### config.mk
export PLATFORM = sky130hd
export DESIGN_NAME = ldpc_iter_ctrl
export DESIGN_NICKNAME = d
export VERILOG_FILES = /design/src/rtl/ldpc_ctrl_pkg.sv /design/src/rtl/ldpc_syndrome.sv /design/src/rtl/ldpc_iter_counter.sv /design/src/rtl/ldpc_iter_ctrl.sv
export SDC_FILE = /design/constraint.sdc
export NUM_CORES = 1
export LEC_CHECK = 0
export CORE_MARGIN = 8
export CORE_UTILIZATION = 31
export DETAILED_ROUTE_END_ITERATION = 7
export RECOVER_POWER = 50
export SETUP_SLACK_MARGIN = 0.1
export SYNTH_ARGS = -nofsm -noshare
export SYNTH_HDL_FRONTEND = slang
export SYNTH_SLANG_ARGS = --single-unit
### constraint.sdc
create_clock -name clk -period 1.75 [get_ports clk]
set_input_delay 0.525 -clock clk [delete_from_list [all_inputs] [get_ports clk]]
set_output_delay 0.525 -clock clk [all_outputs]
set_load 0.05 [all_outputs]
### src/rtl/ldpc_ctrl_pkg.sv
package ldpc_ctrl_pkg;
  typedef enum logic [2:0] {
    ST_IDLE  = 3'd0,
    ST_INIT  = 3'd1,
    ST_HSTEP = 3'd2,
    ST_VSTEP = 3'd3,
    ST_CHECK = 3'd4,
    ST_DONE  = 3'd5
  } ctrl_state_t;
endpackage

### src/rtl/ldpc_syndrome.sv
module ldpc_syndrome #(
  parameter int N_BITS   = 8,
  parameter int N_CHECKS = 4,
  parameter logic [N_CHECKS*N_BITS-1:0] H_MATRIX = '0
) (
  input  logic [N_BITS-1:0] hard_bits,
  output logic              all_clear
);
  logic [N_CHECKS-1:0] row_par;

  // one parity tree per matrix row
  for (genvar r = 0; r < N_CHECKS; r++) begin : g_row
    assign row_par[r] = ^(hard_bits & H_MATRIX[r*N_BITS +: N_BITS]);
  end

  assign all_clear = ~|row_par;
endmodule

### src/rtl/ldpc_iter_counter.sv
module ldpc_iter_counter #(
  parameter int MAX_ITER = 8,
  localparam int ITW = $clog2(MAX_ITER+1)
) (
  input  logic           clk,
  input  logic           rst,
  input  logic           clr,
  input  logic           inc,
  output logic [ITW-1:0] count,
  output logic           on_last
);
  always_ff @(posedge clk) begin
    if (rst || clr)
      count <= '0;
    else if (inc && count != ITW'(MAX_ITER))
      count <= count + 1'b1;
  end

  // the iteration now in progress is the final one allowed
  assign on_last = (count == ITW'(MAX_ITER - 1));
endmodule

### src/rtl/ldpc_iter_ctrl.sv
module ldpc_iter_ctrl
  import ldpc_ctrl_pkg::*;
#(
  parameter int N_BITS   = 8,
  parameter int N_CHECKS = 4,
  parameter int MAX_ITER = 8,
  parameter logic [N_CHECKS*N_BITS-1:0] H_MATRIX = 32'h8B4D2E17,
  localparam int ITW = $clog2(MAX_ITER+1)
) (
  input  logic              clk,
  input  logic              rst,
  input  logic              start,
  input  logic [N_BITS-1:0] hard_bits,
  output logic              init_stb,
  output logic              hstep_stb,
  output logic              vstep_stb,
  output logic              done,
  output logic              success,
  output logic              failure,
  output logic [ITW-1:0]    iter_count
);
  ctrl_state_t state;
  logic        syn_ok;
  logic        cnt_clr;
  logic        cnt_inc;
  logic        cnt_last;

  assign cnt_clr = (state == ST_IDLE) && start;
  assign cnt_inc = (state == ST_CHECK);

  ldpc_syndrome #(
    .N_BITS(N_BITS), .N_CHECKS(N_CHECKS), .H_MATRIX(H_MATRIX)
  ) u_syn (
    .hard_bits(hard_bits),
    .all_clear(syn_ok)
  );

  ldpc_iter_counter #(.MAX_ITER(MAX_ITER)) u_cnt (
    .clk(clk), .rst(rst), .clr(cnt_clr), .inc(cnt_inc),
    .count(iter_count), .on_last(cnt_last)
  );

  always_ff @(posedge clk) begin
    if (rst) begin
      state     <= ST_IDLE;
      init_stb  <= 1'b0;
      hstep_stb <= 1'b0;
      vstep_stb <= 1'b0;
      done      <= 1'b0;
      success   <= 1'b0;
      failure   <= 1'b0;
    end else begin
      init_stb  <= 1'b0;
      hstep_stb <= 1'b0;
      vstep_stb <= 1'b0;
      done      <= 1'b0;
      case (state)
        ST_IDLE: if (start) begin
          state    <= ST_INIT;
          init_stb <= 1'b1;
          success  <= 1'b0;
          failure  <= 1'b0;
        end
        ST_INIT: begin
          state     <= ST_HSTEP;
          hstep_stb <= 1'b1;
        end
        ST_HSTEP: begin
          state     <= ST_VSTEP;
          vstep_stb <= 1'b1;
        end
        ST_VSTEP: state <= ST_CHECK;
        ST_CHECK: begin
          if (syn_ok) begin
            state   <= ST_DONE;
            done    <= 1'b1;
            success <= 1'b1;
          end else if (cnt_last) begin
            state   <= ST_DONE;
            done    <= 1'b1;
            failure <= 1'b1;
          end else begin
            state     <= ST_HSTEP;
            hstep_stb <= 1'b1;
          end
        end
        ST_DONE: state <= ST_IDLE;
        default: state <= ST_IDLE;
      endcase
    end
  end
endmodule

==> reports/qor.yml <==
cts:
  cts_tree: "done"
  insertion_delay_ns: 0.28
  cts_hold_buf: 0
  path_clk_slew_ns: 0.08
  numCtsBuffers: 3
  cts_buffer_depth: 2
  htreeDepth: 1
  clock-sinks: 13
  root_buffer: "clkbuf_4"
  postCtsSetupBuffers: 0
grt:
  grt_pass1_vias: 548
  antenna_found_initial: 0
  grt_max_degree: 11
  grt_pass1_wl_mm: 2.587
  grtUsageTotal_pct: 8.066
  overflow: 0
floorplanning:
  core_area_um2: 2127
  rows: 17
  die_h_um: 62.43
  die_x_um: 62.43
  io_pins: 21
  start_util_pct: 31.41
  dieArea_um2: 3897
yosys:
  yosysWarnings: 0
  netlist_area_um2: 668.1
  syn-num-nets: 85
  synth_cell_types: 33
  netlist_instances: 72
  seq_area_frac_synth_pct: 38.95
  synth_area_per_cell_um2: 9.280
  ys_ff_latch: 13
timing:
  finalSetupViolations: 0
  finalCritPeriodShare_pct: 91.45
  setup_tns_ns: 0
  max-slew-margin-rel_pct: 63.79
  min_period_ns: 1.600
  finalClockSkew_ns: 0.002052
  hold_viol: 0
  fmax_mhz: 624.9
  tightest_slew_ns: 0.5421
  rsz0062_at_grt: "no"
  maxSlewViolCount: 0
detailed_routing:
  route.antenna.remaining_nets: 0
  drt_wl_total_mm: 1.485
  vias_per_cell: 4.808
  num_vias: 577
  drt_first_pass_iters: 4
  wire_per_inst_um: 12.38
  drc: 0
  drt_iter0_drc: 14
final_layout:
  nets: 106
  finish.utilization_pct: 46.00
  multi_input_area_um2: 432.9
  filler_cell_count: 233
  final_cell_mix: "dfxtp_1, nor2_1, xnor2_2"
  n_antenna_cell: 0
  area_growth_syn_to_layout_pct: 46.44
  ff_latch_area_um2: 260.3
  final_common_cell: "dfxtp_1"
  post_route_cells_drive_above_1_share_pct: 23.91
setup_path:
  crit_arrival_ns: 1.78
  required_ns: 1.93
  start_kind: "primary input"
  path_class: "in -> reg"
  end_kind: "flop"
  cp_max_fo: 7
pwr:
  finalPower_uw: 633.2
  vdd_drop_max_mv: 0.2904
  power.density_nw_per_um2: 647.2
  power.leakage_nw: 0.4384
min_path:
  hold_path.class: "reg -> reg"
status:
  status: "finished, final reports clean"
placement:
  dp_hpwl_mm: 1.090
  gp_congestion: 0.7189
  port_buffers: 20
flow_run:
  maxCapViolCount: 0
## stage by stage
step           area (um2)  std cells  worst slack, ns  hold slack (ns)
4_1_cts              1025        120           0.1471           0.5193
3_3_place_gp        955.9        116          -0.1643           0.5035
5_1_grt             978.4        120          0.08472           0.4956
3_5_place_dp        955.9        116          -0.2212           0.4940
2_1_floorplan       669.4         72           0.1404           0.5215
6_report            978.4        120           0.1496           0.4753
## cell usage after synthesis (all sizes together)
master	count	share of area, %
nor3b	1	2.8
nand3b	2	2.2
o2bb2ai	1	1.3
mux2i	1	1.5
a211oi	1	1.1
inv	5	2.8
o22ai	2	2.8
or2b	1	1.1
a21oi	2	2.1
nor2	7	3.9
a21o	1	1.1
nor3	3	2.2
clkbuf	1	0.56
xnor2	7	9.2
and3	2	1.9
nor2b	1	0.94
o31ai	1	1.1
nand4	1	0.94
xor2	2	2.6
a31oi	2	1.9
buf	3	3.0
a32o	2	3.0
nand2	3	1.7
dfxtp	13	39
o21ai	2	2.1
o21bai	1	1.1
or3	1	0.94
nor4b	1	1.3
ha	2	3.7
## where the power goes
group	internal, mW	leakage [nW]	switching, mW
registers	0.305	0.106	0.0134
logic	0.0591	0.318	0.0657
clock network	0.0886	0.0150	0.101
total	0.453	0.438	0.180
## area by class of cell
cell class | count | area share, %
multi-input combinational | 50 | 44.25
timing repair buffer | 20 | 20.97
clock buffer | 4 | 2.685
sequential | 13 | 26.60
inverter | 5 | 1.918
tap | 28 | 3.581
## worst max-delay path, stage by stage
cell and delay [ns]:
clkdlybuf4s50_1 0.45, xnor2_2 0.20, and3_1 0.23, o22ai_4 0.11, a32o_1 0.27
## flip-flops by register name (all words and copies together), names as in the netlist
register	cells
state	3
u_cnt.count	4
failure	1
success	1
vstep_stb	1
hstep_stb	1
done	1
init_stb	1
## timing repair
item / 4_1_cts / 5_1_grt
endpoints found under the setup margin: 2 / 2
gates resized for setup: 11 / 3
pin swaps: 5 / 2
## layer usage
layer / wire length, um / global-route usage, % / vias up
met5: 0 / 0 / -
met4: 44 / 5.983 / 0
met3: 79 / 2.509 / 5
met2: 672 / 11.64 / 11
met1: 688 / 9.781 / 269
li1: - / - / 292
## logic make-up after synthesis
kind of cell / synth area share [%]
DFF: 38.95
muxes: 1.498
and+or+nand+nor: 20.04
AOI/OAI and AO/OA: 17.60
adders and majority gates: 3.745
buffers and inverters: 6.365
xor gates and xnor gates: 11.80
## worst paths after layout
check / slack (ns) / depth (start not counted) / to / startpoint
max: 0.15 / 5 / state[1] / hard_bits[6]
min: 0.48 / 2 / failure / failure
max reg2reg: 0.33 / 4 / u_cnt.count[2] / state[2]
min reg2reg: 0.48 / 2 / failure / failure
No activity file was read; power rests on OpenSTA's default activity.
